**src/rtl/lcdseq_pkg.sv**
```systemverilog
// Shared types for the LCD frame sequencer.
// Assumes a 2-bit row index, so four memory rows at most.
package lcdseq_pkg;
    typedef enum logic [1:0] {
        MUX_STATIC = 2'd0,
        MUX_TWO    = 2'd1,
        MUX_THREE  = 2'd2,
        MUX_FOUR   = 2'd3
    } mux_mode_t;

    localparam int ROW_W = 2;
endpackage

```
**src/rtl/lcdseq_sync_in.sv**
```systemverilog
// Alignment line receiver: a two-flop synchronizer, then a one-cycle
// pulse on each falling edge of the line.
// Assumes the line is active low; the stored bits mean "line asserted".
module lcdseq_sync_in (
    input  logic clk_i,
    input  logic rst_ni,
    input  logic line_ni,
    output logic fall_o
);
    logic meta_q, stab_q, prev_q;

    // Synchronize the asserted level and keep one cycle of history.
    always_ff @(posedge clk_i) begin
        if (!rst_ni) begin
            meta_q <= 1'b0;
            stab_q <= 1'b0;
            prev_q <= 1'b0;
        end else begin
            meta_q <= ~line_ni;
            stab_q <= meta_q;
            prev_q <= stab_q;
        end
    end

    assign fall_o = stab_q & ~prev_q;

    p_fall_pulse_r8: assert property (@(posedge clk_i) disable iff (!rst_ni)
        fall_o |=> !fall_o);
endmodule

```
**src/rtl/lcdseq_slot_timer.sv**
```systemverilog
// Slot timer: counts cycles within a slot and slots within a frame.
// A synchronized fall seen outside the last slot forces the last slot
// at cycle JUMP_CYC. That is the offset of the device that pulled the
// line, since the fall reaches this block three edges late.
// Assumes SLOT_CYCLES is even and at least 8.
module lcdseq_slot_timer
    import lcdseq_pkg::*;
#(
    parameter int SLOT_CYCLES = 16
) (
    input  logic             clk_i,
    input  logic             rst_ni,
    input  logic [ROW_W-1:0] last_i,
    input  logic             fall_i,
    output logic [ROW_W-1:0] slot_o,
    output logic             half_o,
    output logic             last_slot_o
);
    localparam int CW = $clog2(SLOT_CYCLES);
    localparam logic [CW-1:0] CYC_END  = CW'(SLOT_CYCLES - 1);
    localparam logic [CW-1:0] CYC_HALF = CW'(SLOT_CYCLES / 2);
    localparam logic [CW-1:0] JUMP_CYC = CW'(3);

    logic [CW-1:0]    cyc_q;
    logic [ROW_W-1:0] slot_q;

    assign last_slot_o = (slot_q == last_i);

    // Advance the cycle and slot counters, or re-align on an outside fall.
    always_ff @(posedge clk_i) begin
        if (!rst_ni) begin
            cyc_q  <= '0;
            slot_q <= '0;
        end else if (fall_i && !last_slot_o) begin
            cyc_q  <= JUMP_CYC;
            slot_q <= last_i;
        end else if (cyc_q == CYC_END) begin
            cyc_q  <= '0;
            slot_q <= (slot_q >= last_i) ? '0 : slot_q + 1'b1;
        end else begin
            cyc_q <= cyc_q + 1'b1;
        end
    end

    assign slot_o = slot_q;
    assign half_o = (cyc_q >= CYC_HALF);

    p_slot_hold_r2: assert property (@(posedge clk_i) disable iff (!rst_ni)
        (cyc_q != CYC_END && !fall_i) |=> $stable(slot_q));
    p_wrap_r2: assert property (@(posedge clk_i) disable iff (!rst_ni)
        (cyc_q == CYC_END && last_slot_o) |=> (slot_q == '0));
    p_jump_r8: assert property (@(posedge clk_i) disable iff (!rst_ni)
        (fall_i && !last_slot_o) |=> (slot_q == $past(last_i) && cyc_q == JUMP_CYC));
endmodule

```
**src/rtl/lcdseq_blink.sv**
```systemverilog
// Blink timer: a free-running period counter that blanks the display
// during the second half of each period. Rate 0 stops the counter and
// turns blanking off.
// Assumes BLINK_UNIT is even.
module lcdseq_blink #(
    parameter int BLINK_UNIT = 768
) (
    input  logic       clk_i,
    input  logic       rst_ni,
    input  logic [1:0] rate_i,
    output logic       blank_o
);
    localparam int BW = $clog2(4 * BLINK_UNIT);

    logic [BW-1:0] cnt_q;
    logic [BW-1:0] period;

    // Pick the period length for the selected rate.
    always_comb begin
        case (rate_i)
            2'd1:    period = BW'(BLINK_UNIT);
            2'd2:    period = BW'(2 * BLINK_UNIT);
            default: period = BW'(4 * BLINK_UNIT);
        endcase
    end

    // Count through one period; hold at zero while blinking is off.
    always_ff @(posedge clk_i) begin
        if (!rst_ni || rate_i == 2'd0) begin
            cnt_q <= '0;
        end else if (cnt_q >= period - 1'b1) begin
            cnt_q <= '0;
        end else begin
            cnt_q <= cnt_q + 1'b1;
        end
    end

    assign blank_o = (rate_i != 2'd0) && (cnt_q >= (period >> 1));

    p_blink_off_r11: assert property (@(posedge clk_i) disable iff (!rst_ni)
        (rate_i == 2'd0) |-> !blank_o);
endmodule

```
**src/rtl/lcd_frame_seq.sv**
```systemverilog
// LCD frame sequencer top. It ties together:
// - the alignment receiver,
// - the slot timer,
// - the blink timer,
// - the row mapping, including the bank swap,
// - the segment register.
// Assumes ram_data_i is a combinational read of row ram_row_o.
module lcd_frame_seq
    import lcdseq_pkg::*;
#(
    parameter int SEGS        = 40,
    parameter int SLOT_CYCLES = 16,
    parameter int BLINK_UNIT  = 768
) (
    input  logic             clk_i,
    input  logic             rst_ni,
    input  logic [1:0]       mode_i,
    input  logic             bank_i,
    input  logic [1:0]       blink_rate_i,
    input  logic [SEGS-1:0]  ram_data_i,
    input  logic             sync_in_ni,
    output logic [ROW_W-1:0] ram_row_o,
    output logic [ROW_W-1:0] slot_o,
    output logic             half_o,
    output logic [SEGS-1:0]  seg_on_o,
    output logic             sync_pull_o
);
    mux_mode_t        mode;
    logic             fall;
    logic             last_slot;
    logic             blank;
    logic [ROW_W-1:0] slot;
    logic [SEGS-1:0]  seg_q;

    assign mode = mux_mode_t'(mode_i);

    lcdseq_sync_in u_sync (
        .clk_i   (clk_i),
        .rst_ni  (rst_ni),
        .line_ni (sync_in_ni),
        .fall_o  (fall)
    );

    lcdseq_slot_timer #(.SLOT_CYCLES(SLOT_CYCLES)) u_timer (
        .clk_i       (clk_i),
        .rst_ni      (rst_ni),
        .last_i      (mode_i),
        .fall_i      (fall),
        .slot_o      (slot),
        .half_o      (half_o),
        .last_slot_o (last_slot)
    );

    lcdseq_blink #(.BLINK_UNIT(BLINK_UNIT)) u_blink (
        .clk_i   (clk_i),
        .rst_ni  (rst_ni),
        .rate_i  (blink_rate_i),
        .blank_o (blank)
    );

    // Map the slot to a memory row; the bank swaps to the upper rows in the two low modes.
    always_comb begin
        case (mode)
            MUX_STATIC: ram_row_o = bank_i ? 2'd2 : 2'd0;
            MUX_TWO:    ram_row_o = {bank_i, slot[0]};
            default:    ram_row_o = slot;
        endcase
    end

    // Register the row read, forced off while blanked.
    always_ff @(posedge clk_i) begin
        if (!rst_ni) begin
            seg_q <= '0;
        end else begin
            seg_q <= blank ? '0 : ram_data_i;
        end
    end

    assign seg_on_o    = seg_q;
    assign slot_o      = slot;
    assign sync_pull_o = last_slot;

    p_blank_seg_r10: assert property (@(posedge clk_i) disable iff (!rst_ni)
        blank |=> (seg_on_o == '0));
    p_bank_row_r5: assert property (@(posedge clk_i) disable iff (!rst_ni)
        (mode == MUX_STATIC && bank_i) |-> (ram_row_o == 2'd2));
    p_pull_rise_r7: assert property (@(posedge clk_i) disable iff (!rst_ni)
        ($rose(sync_pull_o) && $stable(mode_i)) |-> !half_o);
endmodule

```
**config.mk**
```make
export PLATFORM = sky130hd
export DESIGN_NAME = lcd_frame_seq
export DESIGN_NICKNAME = d
export VERILOG_FILES = /design/src/rtl/lcdseq_pkg.sv /design/src/rtl/lcdseq_sync_in.sv /design/src/rtl/lcdseq_slot_timer.sv /design/src/rtl/lcdseq_blink.sv /design/src/rtl/lcd_frame_seq.sv
export SDC_FILE = /design/constraint.sdc
export NUM_CORES = 1
export LEC_CHECK = 0
export ABC_AREA = 1
export BUFFER_PORTS_ARGS = -buffer_cell sky130_fd_sc_hd__buf_4
export CORE_ASPECT_RATIO = 1.1
export CORE_MARGIN = 2
export CORE_UTILIZATION = 35
export CTS_CLUSTER_SIZE = 30
export DETAILED_ROUTE_END_ITERATION = 8
export HOLD_SLACK_MARGIN = 0.06
export PLACE_DENSITY = 0.57
export SYNTH_ARGS = -nofsm -noshare
export SYNTH_HDL_FRONTEND = slang
export SYNTH_SLANG_ARGS = --single-unit
```
**constraint.sdc**
```tcl
create_clock -name clk_i -period 1.53 [get_ports clk_i]
set_input_delay 0 -clock clk_i [delete_from_list [all_inputs] [get_ports clk_i]]
set_output_delay 0 -clock clk_i [all_outputs]
set_load 0.01 [all_outputs]
```
# == Word-level counts from Yosys, hierarchy flattened ==
# Index checks and enable logic that the tools add are counted.
# W data, S select, Z words.
# word_totals
ff_bits,61
latchBits,0
ram_bits,0
romBits,0
inputBits,48
elab_cells,45
mem_count,0
# classes
n_addsub,4
n_mul,0
div,0
order_cmp,4
eq_ne,5
shift,0
mux,8
bitwise,4
reduce_logical,12
# op_table
cell,n
$pmux W12 S2,1
$add A12 B1 Y12 const B,1
$ge A12 B11 Y1,1
$ge A12 B12 Y1,1
$mux W2,6
$sub A12 B1 Y12 const B,1
$add A4 B1 Y4 const B,1
$eq A2 B1 Y1 const B,2
$eq A4 B4 Y1 const B,1
$ge A4 B4 Y1 const B,1
$logic_not A2 Y1,2
$pmux W2 S2,1
$reduce_bool A2 Y1,2
$reduce_or A2 Y1,2
$not A1 Y1,3
$reduce_or A3 Y1,1
$add A2 B1 Y2 const B,1
$eq A2 B2 Y1,1
$eq A2 B2 Y1 const B,1
$ge A2 B2 Y1,1
$logic_and A1 B1 Y1,2
$logic_not A1 Y1,2
$and A1 B1 Y1,1
$logic_or A1 B1 Y1,1

# == Logic depth before layout (Yosys ltp) ==
# logic_depth
word_depth,5
ltp_mapped,12
mapped_depth_nobuf,11

# == Hierarchy ==
# Synthesis repeated with hierarchy kept, for this count alone.
# hier_totals
cells_unflattened,317
hier_area_um2,2580.0
# modules_own_cells
mod,n_inst,cells_per_inst,area_each_um2
lcd_frame_seq,1,133,1282.5
lcdseq_blink,1,120,830.8
lcdseq_slot_timer,1,53,374.1
lcdseq_sync_in,1,11,92.6

# == Worst setup path after synthesis ==
# OpenSTA, ideal clock, no wires.
# synth_path
path_kind,reg2reg
start,register u_blink.cnt_q[7]
end,register seg_q[1] (netlist: seg_on_o[1])
setup_ps,112
arrival_ps,1300
t_required_ps,1418
setup_slack_ps,118
stages_incl_launch_ff,11
n_path_buf,1
path_cell_list,dfxtp_1 > inv_1 > ha_1 > nand3_1 > nor2_1 > nand2_1 > nand3_1 > nand2_1 > nand2_2 > buf_6 > nor2_2
# synth_via
elab_chain_cells,3
# synth_lines
item,line_no,source
"start, declared",lcdseq_blink.sv:15,logic [BW-1:0] cnt_q;
"start signal, assigned",lcdseq_blink.sv:34,cnt_q <= cnt_q + 1'b1;
$ge A12 B11 Y1,lcdseq_blink.sv:38,assign blank_o = (rate_i != 2'd0) && (cnt_q >= (period >> 1));
$logic_and A1 B1 Y1,lcdseq_blink.sv:38,
$reduce_or A2 Y1 (no line),n/a,
"end signal, assigned",lcd_frame_seq.sv:75,seg_q <= blank ? '0 : ram_data_i;
"end, declared",lcd_frame_seq.sv:33,logic [SEGS-1:0] seg_q;
# No other way between the ends.
# A chain may end at the register's enable or synchronous reset.

# == Final worst setup path ==
# layout_path
start,register u_blink.cnt_q[7]
end,register seg_q[34] (netlist: seg_on_o[34])
# Same word-level chain as after synthesis.

==> run_summary.xml <==
<?xml version="1.0" encoding="UTF-8"?>
<metrics>
  <group name="logic_synthesis">
    <metric name="synth.yosys.seq_area_share" unit="%">49.2</metric>
    <metric name="adder_cell_area_share_of_the_yosys_netlist" unit="%">8.57</metric>
    <metric name="synth.top_cells.by_count" unit="">sky130_fd_sc_hd__inv_1 (74), sky130_fd_sc_hd__dfxtp_1 (61), sky130_fd_sc_hd__nor2_1 (58)</metric>
    <metric name="ys_types" unit="">24</metric>
    <metric name="number_of_synthesized_flops_with_an_enable_pin" unit="">0</metric>
    <metric name="yosys-mux-area-fraction" unit="%">0</metric>
    <metric name="netlist.area_leader.share" unit="%">49.2</metric>
    <metric name="postSynth.asyncResetShare" unit="%">0</metric>
    <metric name="synth.top_cells.by_area" unit="">sky130_fd_sc_hd__dfxtp_1 (49%), sky130_fd_sc_hd__inv_1 (11%), sky130_fd_sc_hd__nor2_1 (8.8%)</metric>
    <metric name="synth_top_family_by_area" unit="">simple AND/OR/NAND/NOR gates</metric>
    <metric name="synthXorXnorAreaFrac" unit="%">1.76</metric>
    <metric name="synth_compound_area_share" unit="%">2.67</metric>
    <metric name="syn_inst" unit="">312</metric>
    <metric name="synth_fp_nets" unit="">377</metric>
    <metric name="cell_taking_the_most_area_after_synthesis" unit="">sky130_fd_sc_hd__dfxtp_1</metric>
    <metric name="ys_ff_latch" unit="">61</metric>
    <metric name="synthesis.yosys.warnings" unit="">0</metric>
    <metric name="yosys.cell_count.top_type" unit="">sky130_fd_sc_hd__inv_1</metric>
    <metric name="yosys.area_share.simple" unit="%">24.0</metric>
    <metric name="synth_area" unit="sq um">2480</metric>
    <metric name="synth_flop_cell" unit="">sky130_fd_sc_hd__dfxtp_1</metric>
    <metric name="postSynthAreaPerCell" unit="sq um">7.96</metric>
  </group>
  <group name="run">
    <metric name="drv_cap" unit="">0</metric>
  </group>
  <group name="critical_path">
    <metric name="worst_ep_arrival_time" unit="ns">1.75</metric>
    <metric name="setup.worst_path.start_class" unit="">flip-flop</metric>
    <metric name="worst-setup-path-type" unit="">reg -&gt; reg</metric>
    <metric name="critical_path_required" unit="ns">1.76</metric>
    <metric name="r2r_cells" unit="">10</metric>
    <metric name="end_kind" unit="">flip-flop</metric>
    <metric name="critical_path.max_fanout" unit="">8</metric>
  </group>
  <group name="clock_network">
    <metric name="clock_sink_count" unit="">61</metric>
    <metric name="worstSkewPairLatency" unit="ns">0.33</metric>
    <metric name="clock_tree.htree_level_count" unit="">3</metric>
    <metric name="clockRootBuffer" unit="">sky130_fd_sc_hd__clkbuf_8</metric>
    <metric name="clock_tree_from_tritoncts" unit="">done</metric>
    <metric name="clk_pin_slew" unit="ns">0.07</metric>
    <metric name="cts-buffers-inserted" unit="">9</metric>
    <metric name="clk_buf_depth" unit="">2</metric>
  </group>
  <group name="sta">
    <metric name="final_hold_viol_count" unit="">0</metric>
    <metric name="final.period_utilization" unit="%">98.8</metric>
    <metric name="min_period" unit="ns">1.51</metric>
    <metric name="final_max_slew_viol_count" unit="">0</metric>
    <metric name="worst_slew_slack_as_a_fraction_of_its_limit" unit="%">79.0</metric>
    <metric name="finalClockSkew" unit="ns">0.0104</metric>
    <metric name="postLayoutSetupSlackWorst" unit="ns">0.0181</metric>
    <metric name="timing_worst_slew_pin_value" unit="ns">0.313</metric>
    <metric name="rsz0062_at_grt" unit="">yes</metric>
    <metric name="fmax" unit="GHz">0.661</metric>
    <metric name="setup_viol_count_final" unit="">0</metric>
  </group>
  <group name="layout">
    <metric name="utilization_after_layout" unit="%">62.9</metric>
    <metric name="insertedDiodeCount" unit="">0</metric>
    <metric name="fin_area" unit="sq um">4360</metric>
    <metric name="layout-drive-gt1-share" unit="%">40.0</metric>
    <metric name="synthToLayoutAreaGrowth" unit="%">75.5</metric>
    <metric name="fin_nets" unit="">548</metric>
  </group>
  <group name="floorplanning">
    <metric name="core_area" unit="sq um">6930</metric>
    <metric name="std_cell_rows" unit="">32</metric>
    <metric name="die_footprint" unit="sq um">7780</metric>
    <metric name="overall_die_width" unit="um">84.3</metric>
    <metric name="initial_utilization" unit="%">35.8</metric>
    <metric name="die_h" unit="um">92.3</metric>
    <metric name="ios" unit="">94</metric>
  </group>
  <group name="grt">
    <metric name="gr-usage-met3" unit="%">3.12</metric>
    <metric name="met1_demand_to_capacity_share_in_global_routing" unit="%">17.6</metric>
    <metric name="global_route_wire_length_before_repair" unit="mm">9.78</metric>
    <metric name="grt_antenna_before_repair" unit="">0</metric>
    <metric name="global_route.overflow_total" unit="">0</metric>
    <metric name="groute.layer.met2.usage" unit="%">29.2</metric>
    <metric name="first_global_vias" unit="">2210</metric>
    <metric name="groute.usage.overall" unit="%">16.1</metric>
    <metric name="grt_start_max_net_pins" unit="">21</metric>
    <metric name="global_route.peak_usage_layer" unit="">met2</metric>
  </group>
  <group name="placed_design">
    <metric name="placement.cell_area" unit="sq um">3370</metric>
    <metric name="gpl.final_weighted_congestion" unit="">0.783</metric>
    <metric name="numPortBuffers" unit="">93</metric>
    <metric name="hpwlAfterDp" unit="mm">4.11</metric>
    <metric name="dp_slack" unit="ns">-0.136</metric>
  </group>
  <group name="min_path">
    <metric name="min_path_cells" unit="">4</metric>
    <metric name="hp-class" unit="">in -&gt; out</metric>
  </group>
  <group name="routing">
    <metric name="dr_total_vias" unit="">2417</metric>
    <metric name="wire_per_inst" unit="um">11.6</metric>
    <metric name="drt-total-wl" unit="mm">6.65</metric>
    <metric name="via_per_inst" unit="">4.22</metric>
    <metric name="detailedRoute.firstIterationViolations" unit="">46</metric>
    <metric name="drt_first_pass_iters" unit="">4</metric>
    <metric name="drc_errors" unit="">0</metric>
    <metric name="postRouteAntennaNets" unit="">0</metric>
  </group>
  <group name="pwr">
    <metric name="power_density" unit="nW/um^2">905</metric>
    <metric name="power_leakage" unit="nW">2.21</metric>
    <metric name="vdd_drop_max" unit="mV">0.708</metric>
    <metric name="design_power_total" unit="mW">3.94</metric>
  </group>
  <group name="outcome">
    <metric name="outcome" unit="">completed</metric>
  </group>
</metrics>
[path summary, 6_finish.rpt]
path | startpoint | endpoint | slack [ns]
setup / recovery | u_blink.cnt_q[7] | seg_on_o[34] | 0.02
hold / removal | bank_i | ram_row_o[1] | 0.27
setup reg to reg | u_blink.cnt_q[7] | seg_on_o[34] | 0.02
hold reg to reg | u_sync.meta_q | u_sync.stab_q | 0.42
[flip-flops by register name (all words and copies together) (netlist names)]
name,count
seg_on_o,40
u_blink.cnt_q,12
u_sync.meta_q,1
u_sync.prev_q,1
u_sync.stab_q,1
u_timer.cyc_q,4
u_timer.slot_o,2
[cells in the final DEF, fill, tap and decap left out, drive strengths merged]
master and n:
dlygate4sd3 45, clkinvlp 1, buf 117, nand3 10, clkinv 2, nand2 47
ha 17, inv 76, dfxtp 61, xor2 4, nand4 2, o21ai 2
xnor2 1, nor3 4, bufinv 2, a21oi 9, clkbuf 14, or2 2
nor4 2, nor2 70
[layer usage]
layer  wire length, um  part of all wire (%)  vias to the layer above
met1              2800                    42                     1097
li1                  -                     -                     1254
met4               174                   2.6                        0
met3               219                   3.3                       14
met2              3450                    52                       52
met5                 0                     0                        -
[worst max-delay path: stages (launching register included)]
cell and delay (ns):
sky130_fd_sc_hd__dfxtp_2 0.33, sky130_fd_sc_hd__inv_2 0.05, sky130_fd_sc_hd__ha_4 0.25, sky130_fd_sc_hd__nand3_2 0.07, sky130_fd_sc_hd__nor2_1 0.11, sky130_fd_sc_hd__nand2_1 0.06, sky130_fd_sc_hd__nand3_1 0.07, sky130_fd_sc_hd__nand2_2 0.09
sky130_fd_sc_hd__nand2_8 0.15, sky130_fd_sc_hd__clkbuf_16 0.18, sky130_fd_sc_hd__nor2_1 0.04
[through the flow]
step	cells	hold WS, ns	TNS, ns
2_1_floorplan	312	0.0724	0
3_3_place_gp	501	0.174	-2.66
3_5_place_dp	501	0.175	-4.50
4_1_cts	563	0.276	0
5_1_grt	573	0.307	-0.925
6_report	573	0.273	0
[layout make-up]
| class | instances | area, sq um |
|---|---|---|
| Fill cell | 572 | 2570 |
| Timing Repair Buffer | 166 | 1470 |
| Sequential cell | 61 | 1230 |
| Multi-Input combinational cell | 170 | 1060 |
| Inverter | 75 | 282 |
| Clock buffer | 10 | 128 |
| Tap cell | 85 | 106 |
| Clock inverter | 6 | 86.3 |
[repair_timing]
action,4_1_cts,5_1_grt
gates resized for setup,5,40
setup endpoints to repair,39,50
gates cloned,1,6
hold endpoints to repair,49,0
buffers inserted,0,4
hold buffers,45,0
pin swaps,0,6
[report_power, final]
| part | switching (mW) | internal [mW] | total, mW |
|---|---|---|---|
| registers | 0.0315 | 1.67 | 1.70 |
| logic | 0.290 | 0.390 | 0.681 |
| clock network | 0.638 | 0.918 | 1.56 |
| total | 0.960 | 2.98 | 3.94 |
[logic make-up after synthesis]
family                   count (synthesis)
AO/OA/AOI/OAI                           11
XOR/XNOR                                 5
flip-flops                              61
adder cells (fa/ha/maj)                 17
buffers and inverters                   81
AND/OR/NAND/NOR                        137
Power figures use the tool's default switching activity.
